## config.mk

```make
export PLATFORM = sky130hd
export DESIGN_NAME = irq_router
export DESIGN_NICKNAME = d
export VERILOG_FILES = /design/src/rtl/irq_router_pkg.sv /design/src/rtl/irq_sync.sv /design/src/rtl/irq_cfg_regs.sv /design/src/rtl/irq_route_matrix.sv /design/src/rtl/irq_router.sv
export SDC_FILE = /design/constraint.sdc
export NUM_CORES = 2
export LEC_CHECK = 0
export BUFFER_PORTS_ARGS = -buffer_cell sky130_fd_sc_hd__buf_2
export CORE_MARGIN = 1
export CORE_UTILIZATION = 35
export CTS_CLUSTER_DIAMETER = 100
export DETAILED_ROUTE_END_ITERATION = 12
export GPL_TIMING_DRIVEN = 0
export PLACE_DENSITY = 0.58
export SLEW_MARGIN = 20
export SYNTH_ARGS = -nofsm -noshare
export SYNTH_HDL_FRONTEND = slang
export SYNTH_SLANG_ARGS = --single-unit
```

## constraint.sdc

```tcl
create_clock -name clk -period 25.6 [get_ports clk]
set_input_delay 3.84 -clock clk [delete_from_list [all_inputs] [get_ports clk]]
set_output_delay 3.84 -clock clk [all_outputs]
set_load 0.02 [all_outputs]
```

## src/rtl/irq_router_pkg.sv

```systemverilog
package irq_router_pkg;
  localparam int unsigned DEST_W = 5;
  localparam int unsigned WORD_W = 32;
  localparam int unsigned ADDR_W = 7;
  localparam int unsigned SRC_N  = 62;
  localparam int unsigned LINE_N = 15;

  function automatic int unsigned word_count(input int unsigned n);
    return (n + WORD_W - 1) / WORD_W;
  endfunction
endpackage

```

## src/rtl/irq_sync.sv

```systemverilog
module irq_sync #(
  parameter int unsigned WIDTH  = 1,
  parameter int unsigned STAGES = 2
) (
  input  logic             clk,
  input  logic             rst_n,
  input  logic [WIDTH-1:0] d_i,
  output logic [WIDTH-1:0] q_o
);
  logic [WIDTH-1:0] stg_q [STAGES];
  logic [WIDTH-1:0] stg_d [STAGES];

  for (genvar s = 0; s < STAGES; s++) begin : g_stage
    if (s == 0) begin : g_first
      assign stg_d[s] = d_i;
    end else begin : g_next
      assign stg_d[s] = stg_q[s-1];
    end
    always_ff @(posedge clk or negedge rst_n) begin
      if (!rst_n) stg_q[s] <= '0;
      else        stg_q[s] <= stg_d[s];
    end
  end

  assign q_o = stg_q[STAGES-1];
endmodule

```

## src/rtl/irq_cfg_regs.sv

```systemverilog
module irq_cfg_regs #(
  parameter int unsigned NUM_SRC   = irq_router_pkg::SRC_N,
  parameter int unsigned DEST_W    = irq_router_pkg::DEST_W,
  parameter int unsigned WORD_W    = irq_router_pkg::WORD_W,
  parameter int unsigned ADDR_W    = irq_router_pkg::ADDR_W,
  parameter int unsigned MASK_BASE = 64,
  localparam int unsigned NUM_W    = irq_router_pkg::word_count(NUM_SRC)
) (
  input  logic                      clk,
  input  logic                      rst_n,
  input  logic                      wr_en,
  input  logic [ADDR_W-1:0]         wr_addr,
  input  logic [WORD_W-1:0]         wr_data,
  output logic [NUM_SRC*DEST_W-1:0] dest_flat,
  output logic [NUM_W*WORD_W-1:0]   en_pad
);
  for (genvar i = 0; i < NUM_SRC; i++) begin : g_dest
    logic              we;
    logic [DEST_W-1:0] code_d;
    logic [DEST_W-1:0] code_q;
    assign we     = wr_en && (wr_addr == ADDR_W'(i));
    assign code_d = wr_data[DEST_W-1:0];
    always_ff @(posedge clk or negedge rst_n) begin
      if (!rst_n)  code_q <= '0;
      else if (we) code_q <= code_d;
    end
    assign dest_flat[i*DEST_W +: DEST_W] = code_q;
  end

  for (genvar w = 0; w < NUM_W; w++) begin : g_mask
    logic              we;
    logic [WORD_W-1:0] m_d;
    logic [WORD_W-1:0] m_q;
    assign we = wr_en && (wr_addr == ADDR_W'(MASK_BASE + w));
    always_comb begin
      for (int b = 0; b < WORD_W; b++) begin
        m_d[b] = ((w * WORD_W + b) < NUM_SRC) ? wr_data[b] : 1'b0;
      end
    end
    always_ff @(posedge clk or negedge rst_n) begin
      if (!rst_n)  m_q <= '0;
      else if (we) m_q <= m_d;
    end
    assign en_pad[w*WORD_W +: WORD_W] = m_q;
  end
endmodule

```

## src/rtl/irq_route_matrix.sv

```systemverilog
module irq_route_matrix #(
  parameter int unsigned NUM_SRC  = irq_router_pkg::SRC_N,
  parameter int unsigned NUM_DEST = irq_router_pkg::LINE_N + 1,
  parameter int unsigned DEST_W   = irq_router_pkg::DEST_W
) (
  input  logic [NUM_SRC-1:0]        act_i,
  input  logic [NUM_SRC*DEST_W-1:0] dest_flat,
  output logic [NUM_DEST-1:0]       hit_o
);
  // Output d collects every active source whose code equals d+1.
  for (genvar d = 0; d < NUM_DEST; d++) begin : g_out
    logic [NUM_SRC-1:0] match;
    for (genvar i = 0; i < NUM_SRC; i++) begin : g_src
      assign match[i] = act_i[i] &&
                        (dest_flat[i*DEST_W +: DEST_W] == DEST_W'(d + 1));
    end
    assign hit_o[d] = |match;
  end
endmodule

```

## src/rtl/irq_router.sv

```systemverilog
module irq_router #(
  parameter int unsigned NUM_SRC     = irq_router_pkg::SRC_N,
  parameter int unsigned NUM_LINES   = irq_router_pkg::LINE_N,
  parameter int unsigned SYNC_STAGES = 2,
  parameter int unsigned MASK_BASE   = 64,
  localparam int unsigned DEST_W     = irq_router_pkg::DEST_W,
  localparam int unsigned WORD_W     = irq_router_pkg::WORD_W,
  localparam int unsigned ADDR_W     = irq_router_pkg::ADDR_W,
  localparam int unsigned NUM_W      = irq_router_pkg::word_count(NUM_SRC),
  localparam int unsigned RAW_BASE   = MASK_BASE + NUM_W,
  localparam int unsigned MSKD_BASE  = RAW_BASE + NUM_W,
  localparam int unsigned NUM_DEST   = NUM_LINES + 1
) (
  input  logic                 clk,
  input  logic                 rst_n,
  input  logic [NUM_SRC-1:0]   irq_src,
  input  logic                 wr_en,
  input  logic [ADDR_W-1:0]    wr_addr,
  input  logic [WORD_W-1:0]    wr_data,
  input  logic [ADDR_W-1:0]    rd_addr,
  output logic [WORD_W-1:0]    rd_data,
  output logic [NUM_LINES-1:0] irq_line_o,
  output logic                 smi_o
);
  // Reset: asserted asynchronously, released on the clock.
  logic rst_meta_q;
  logic rst_sync_n;
  always_ff @(posedge clk or negedge rst_n) begin
    if (!rst_n) begin
      rst_meta_q <= 1'b0;
      rst_sync_n <= 1'b0;
    end else begin
      rst_meta_q <= 1'b1;
      rst_sync_n <= rst_meta_q;
    end
  end

  logic [NUM_SRC-1:0]        src_sync;
  logic [NUM_SRC*DEST_W-1:0] dest_flat;
  logic [NUM_W*WORD_W-1:0]   en_pad;
  logic [NUM_W*WORD_W-1:0]   raw_pad;
  logic [NUM_W*WORD_W-1:0]   mskd_pad;
  logic [NUM_SRC-1:0]        src_act;
  logic [NUM_DEST-1:0]       hit;
  logic [NUM_DEST-1:0]       out_d;
  logic [NUM_DEST-1:0]       out_q;

  irq_sync #(.WIDTH(NUM_SRC), .STAGES(SYNC_STAGES)) u_sync (
    .clk   (clk),
    .rst_n (rst_sync_n),
    .d_i   (irq_src),
    .q_o   (src_sync)
  );

  irq_cfg_regs #(
    .NUM_SRC(NUM_SRC), .DEST_W(DEST_W), .WORD_W(WORD_W),
    .ADDR_W(ADDR_W), .MASK_BASE(MASK_BASE)
  ) u_cfg (
    .clk       (clk),
    .rst_n     (rst_sync_n),
    .wr_en     (wr_en),
    .wr_addr   (wr_addr),
    .wr_data   (wr_data),
    .dest_flat (dest_flat),
    .en_pad    (en_pad)
  );

  assign raw_pad  = (NUM_W*WORD_W)'(src_sync);
  assign mskd_pad = raw_pad & en_pad;
  assign src_act  = mskd_pad[NUM_SRC-1:0];

  irq_route_matrix #(
    .NUM_SRC(NUM_SRC), .NUM_DEST(NUM_DEST), .DEST_W(DEST_W)
  ) u_matrix (
    .act_i     (src_act),
    .dest_flat (dest_flat),
    .hit_o     (hit)
  );

  // Output register: next state and storage kept apart.
  assign out_d = hit;
  always_ff @(posedge clk or negedge rst_sync_n) begin
    if (!rst_sync_n) out_q <= '0;
    else             out_q <= out_d;
  end

  assign irq_line_o = out_q[NUM_LINES-1:0];
  assign smi_o      = out_q[NUM_LINES];

  // Read mux.
  always_comb begin
    rd_data = '0;
    for (int i = 0; i < NUM_SRC; i++) begin
      if (rd_addr == ADDR_W'(i)) rd_data = WORD_W'(dest_flat[i*DEST_W +: DEST_W]);
    end
    for (int w = 0; w < NUM_W; w++) begin
      if (rd_addr == ADDR_W'(MASK_BASE + w)) rd_data = en_pad[w*WORD_W +: WORD_W];
      if (rd_addr == ADDR_W'(RAW_BASE + w))  rd_data = raw_pad[w*WORD_W +: WORD_W];
      if (rd_addr == ADDR_W'(MSKD_BASE + w)) rd_data = mskd_pad[w*WORD_W +: WORD_W];
    end
  end
endmodule

```

==> results by group, run 1 <==
Status
  – Outcome: did not finish
  – Stopping stage: 5_1_grt
  – Stop Error: [ERROR GRT-0116] Global routing finished with congestion. Check the congestion regions in the DRC Viewer.

Synth
  – Yosys top cell area share: 39.66%
  – Synth top area cells: dfrtp_1 (40%), mux2_2 (13%), o22ai_1 (5.4%)
  – Async S/R FF share, synth: 100.0%
  – Post-synth EDFFs: 0
  – Mapped Avg Cell Area: 8.869 um2
  – FF+latch count, synth: 514
  – Post-Syn Nets: 3768
  – Ys flop type: dfrtp_1
  – Cells after Synth: 3657
  – Register area share after synthesis: 39.66%
  – Synth cell types: 82
  – Post-synthesis instance area: 32430 um2
  – Syn. warnings: 0
  – Largest area contributor in the netlist: dfrtp_1

CTS
  – H-tree depth: 2
  – CTS Hold Bufs: 0
  – CTS sink count: 514
  – Cts bufs inserted: 58
  – Post-cts sizing count: 0
  – Root buf cell: clkbuf_16
  – Worst-case clock buffer depth: 3
  – Post-CTS setup buffer count: 0

Floorplanning
  – Row count: 111
  – Io pins: 159
  – Die Span Y: 306.4 um
  – Die Span X: 306.4 um
  – Initial Utilization: 35.38%

Global route
  – First-pass GRT wire length: 483700 um
  – Total track usage: 75.75%
  – GRT overflow: 339
  – Vias in the first global route: 44870
  – Largest net degree at the start of global routing: 61

Place
  – HPWL Detailed: 250500 um
  – IO buf count: 150
  – RePlAce Congestion: 1.369
per-stage QoR:
step	utilization (%)	cell area, um2	setup slack (ns)	instances
4_1_cts	40.71	37310	14.24	5129
3_5_place_dp	38.47	35260	14.26	5025
3_3_place_gp	37.82	34670	4.693	4993
2_1_floorplan	-	32430	10.21	3657
cell families after synthesis:
family | count (synthesis) | share of synthesized area [%]
muxes | 406 | 14.10
DFF | 514 | 39.66
buffers and inverters | 311 | 3.996
other | 1 | 0.01156
AOI/OAI and AO/OA | 859 | 17.86
and+or+nand+nor | 1566 | 24.38
routing by layer:
layer / global-route usage (%) / GRT overflow
met1: 79.01 / 3
met2: 89.19 / 162
met3: 64.27 / 6
met4: 66.51 / 168
met5: 32.51 / 0
cells in the mapped netlist (69+ instances only):
cell and number:
a21oi_1 117, clkbuf_1 173, dfrtp_1 514, mux2_2 377
nand2_1 403, nand2b_1 127, nand3_1 144, nand3b_1 95
nor2_1 286, nor3_1 177, nor4_1 122, o21ai_0 127
o22ai_1 282, o32ai_1 69
==> inputs of run 2 (changes only) <==
CORE_UTILIZATION = 20   (was 35)
CTS_CLUSTER_DIAMETER = not set   (was 100)
PLACE_DENSITY = not set   (was 0.58)
PLACE_DENSITY_LB_ADDON = 0.15   (was not set)
==> results by group, run 2 <==
Setup path
  – R2r setup slk: 20.84 ns
  – CP max FO: 10
  – Worst path required time: 21.76 ns
  – Critical path type: input pin to output port
  – Largest stage delay on the critical path: 0.88 ns
  – Cell count of the worst reg-to-reg path: 7
  – Crit end category: output port
  – Reg-to-Reg Start: u_cfg.g_dest[30].code_q[2]$_DFFE_PN0P_
  – Crit Reg-Reg Endpoint: out_q[8]$_DFF_PN0_
  – Worst path slowest cell: a221oi_1
  – Worst-path cell chain: buf_2 -> buf_4 -> inv_1 -> buf_2 -> buf_1 -> o221ai_1 -> a221oi_1 -> nor4_1 -> o21ai_1 -> o211ai_1 -> buf_2
  – Most Frequent Cell on Critical Path: buf_2
  – Crit path max-delay family: buffers and inverters
  – WP buf/inv: 6
  – Critical Path AT: 7.95 ns
  – Startpoint types: input pin

Synth
  – Yosys top cell area share: 39.66%
  – Post-synth EDFFs: 0
  – FF+latch count, synth: 514
  – Mapped Avg Cell Area: 8.869 um2
  – Dominant cell by count in the synthesized netlist: dfrtp_1
  – Cells after Synth: 3657
  – Register area share after synthesis: 39.66%
  – Async S/R FF share, synth: 100.0%
  – Ys flop type: dfrtp_1
  – Post-Syn Nets: 3768
  – Top post-synthesis cells by count: dfrtp_1 (514), nand2_1 (403), mux2_2 (377)
  – Largest area contributor in the netlist: dfrtp_1
  – Syn. warnings: 0
  – Synth top area cells: dfrtp_1 (40%), mux2_2 (13%), o22ai_1 (5.4%)
  – Post-synthesis instance area: 32430 um2
  – Synth cell types: 82

Status
  – Outcome: finished, final reports clean

Place
  – Placed cells: 6020
  – RePlAce Congestion: 1.118
  – DP Worst Slack: 13.92 ns
  – IO buf count: 150
  – HPWL Detailed: 323400 um

CTS
  – Cts bufs inserted: 60
  – Post-CTS setup buffer count: 0
  – Root buf cell: clkbuf_16
  – Clock insertion delay at the later pin of the skew report: 0.75 ns
  – Post-cts sizing count: 0
  – H-tree depth: 2
  – Clock-pin slew on the worst setup and hold paths: 0.06 ns
  – CTS sink count: 514
  – CTS Hold Bufs: 0
  – CTS tree: built
  – Worst-case clock buffer depth: 3

Timing
  – Clock skew: 0.05873 ns
  – Max_slew headroom: 7.629%
  – Final setup vio count: 0
  – Minimum clock period: 11.79 ns
  – RSZ-0062 raised after global routing: no
  – Slew Viols, Final: 0
  – Peak Freq: 0.08483 GHz
  – Setup TNS: 0 ns
  – Final hold vios: 0
  – Final Cycle Share: 46.05%
  – Final WS setup: 13.81 ns
  – Minimum hold slack: 0.3164 ns
  – Slew @ Worst Pin: 1.383 ns

Route
  – DRT Pass-1 Iters: 8
  – DRT Wirelength: 390400 um
  – Drt wl/cell: 63.32 um
  – DR vias/cell: 6.481
  – Remaining DRCs: 0
  – Detailed-route via count: 39960
  – Starting DRT DRC Count: 6923
  – Routed Antenna Nets: 0

Pwr
  – Sequential power share: 40.5%
  – Comb pwr share: 22.6%
  – Clk pwr share: 36.9%
  – Switch share: 39.66%
  – Internal power: 1.528 mW
  – P_sw: 1.004 mW
  – P_leak: 15.61 nW
  – Maximum vdd drop: 62.72 uV
  – Power Density: 64.50 nW/um2

Floorplanning
  – Die area: 163800 um2
  – Core area: 160800 um2
  – Die Span X: 404.7 um
  – Io pins: 159
  – Initial Utilization: 20.18%
  – Die Span Y: 404.7 um
  – Row count: 147

Final layout
  – Non-Filler Instances: 6166
  – Most flops, register: u_cfg.g_dest.code_q
  – Nets: 4033
  – Layout area overhead: 21.02%
  – Final core occ: 24.42%
  – Number of flip-flops in the largest register: 310
  – Commonest cells after routing, fill and taps aside: dfrtp_1 (512), nand2_1 (403), mux2_2 (377)
  – Fill count: 17820
  – Share of cells above drive strength 1: 22.83%
  – Commonest non-fill, non-tap cell in the layout: dfrtp_1

Global route
  – Initial antenna violation count: 80
  – GRT overflow: 0
  – Total track usage: 46.66%
  – Largest net degree at the start of global routing: 54
  – First-pass GRT wire length: 474800 um
  – Vias in the first global route: 36650

Hold path
  – Worst hold path class: flip-flop to async pin

Run
  – Max_cap viols: 0
[run 2: cell families after synthesis]
group,after synthesis,synth area share (%)
multiplexers,406,14.10
AO/OA/AOI/OAI,859,17.86
other,1,0.01156
AND/OR/NAND/NOR,1566,24.38
buffers and inverters,311,3.996
flip-flops,514,39.66
[run 2: cell type report]
type	count	area [um2]	share of cell area, %
multi-input combinational	2832	18540	47.24
antenna	34	85.08	0.2167
clock inverter	27	355.3	0.9052
buffer	241	1134	2.888
inverter	70	262.8	0.6694
tap	2160	2703	6.885
sequential	514	12870	32.78
clock buffer	85	1755	4.472
timing repair buffer	203	1548	3.943
[run 2: routing by layer]
layer | share of wire (%) | track usage [%] | vias to the layer above | wire length (um)
met2 | 40 | 66.43 | 3410 | 158100
met3 | 9.9 | 14.30 | 1052 | 38660
met5 | 0.025 | 0 | - | 96
met1 | 39 | 56.98 | 20990 | 152900
li1 | - | - | 14500 | -
met4 | 10 | 39.88 | 14 | 40620
[run 2: worst max path at each step]
stage / cells after the start / end / start / slack (ns)
final: 11 / rd_data[3] / rd_addr[0] / 13.81
after global routing: 11 / rd_data[3] / rd_addr[0] / 13.96
after CTS: 11 / rd_data[3] / rd_addr[0] / 13.91
after detailed placement: 11 / rd_data[3] / rd_addr[0] / 13.92
after global placement: 0 / u_cfg.g_dest[45].code_q[2]$_DFFE_PN0P_ / rst_sync_n$_DFF_PN0_ / 2.16
after floorplan: 0 / out_q[0]$_DFF_PN0_ / rst_sync_n$_DFF_PN0_ / 10.21
[run 2: power groups by stage]
stage                     Sequential (mW)  Clock, mW  Combinational [mW]
after CTS                            1.01      0.944               0.535
after floorplan                     0.947          0               0.198
after global routing                 1.02      0.976               0.553
final                                1.03      0.934               0.572
after global placement               1.04          0               0.506
after detailed placement             1.03          0               0.534
[run 2: worst register-to-register path: cells and delay by family, from the launching register on]
family	cells	cell delay, ns
flip-flops	1	0.32
AO/OA/AOI/OAI	1	0.40
AND/OR/NAND/NOR	5	3.33
buffers and inverters	1	0.54
[run 2: per-stage QoR]
step | total power [mW] | instance area [um2]
2_1_floorplan | 1.145 | 32430
3_3_place_gp | 1.549 | 35890
3_5_place_dp | 1.561 | 37050
4_1_cts | 2.492 | 39160
5_1_grt | 2.547 | 39170
6_report | 2.532 | 39250
Power figures use the tool's default switching activity.
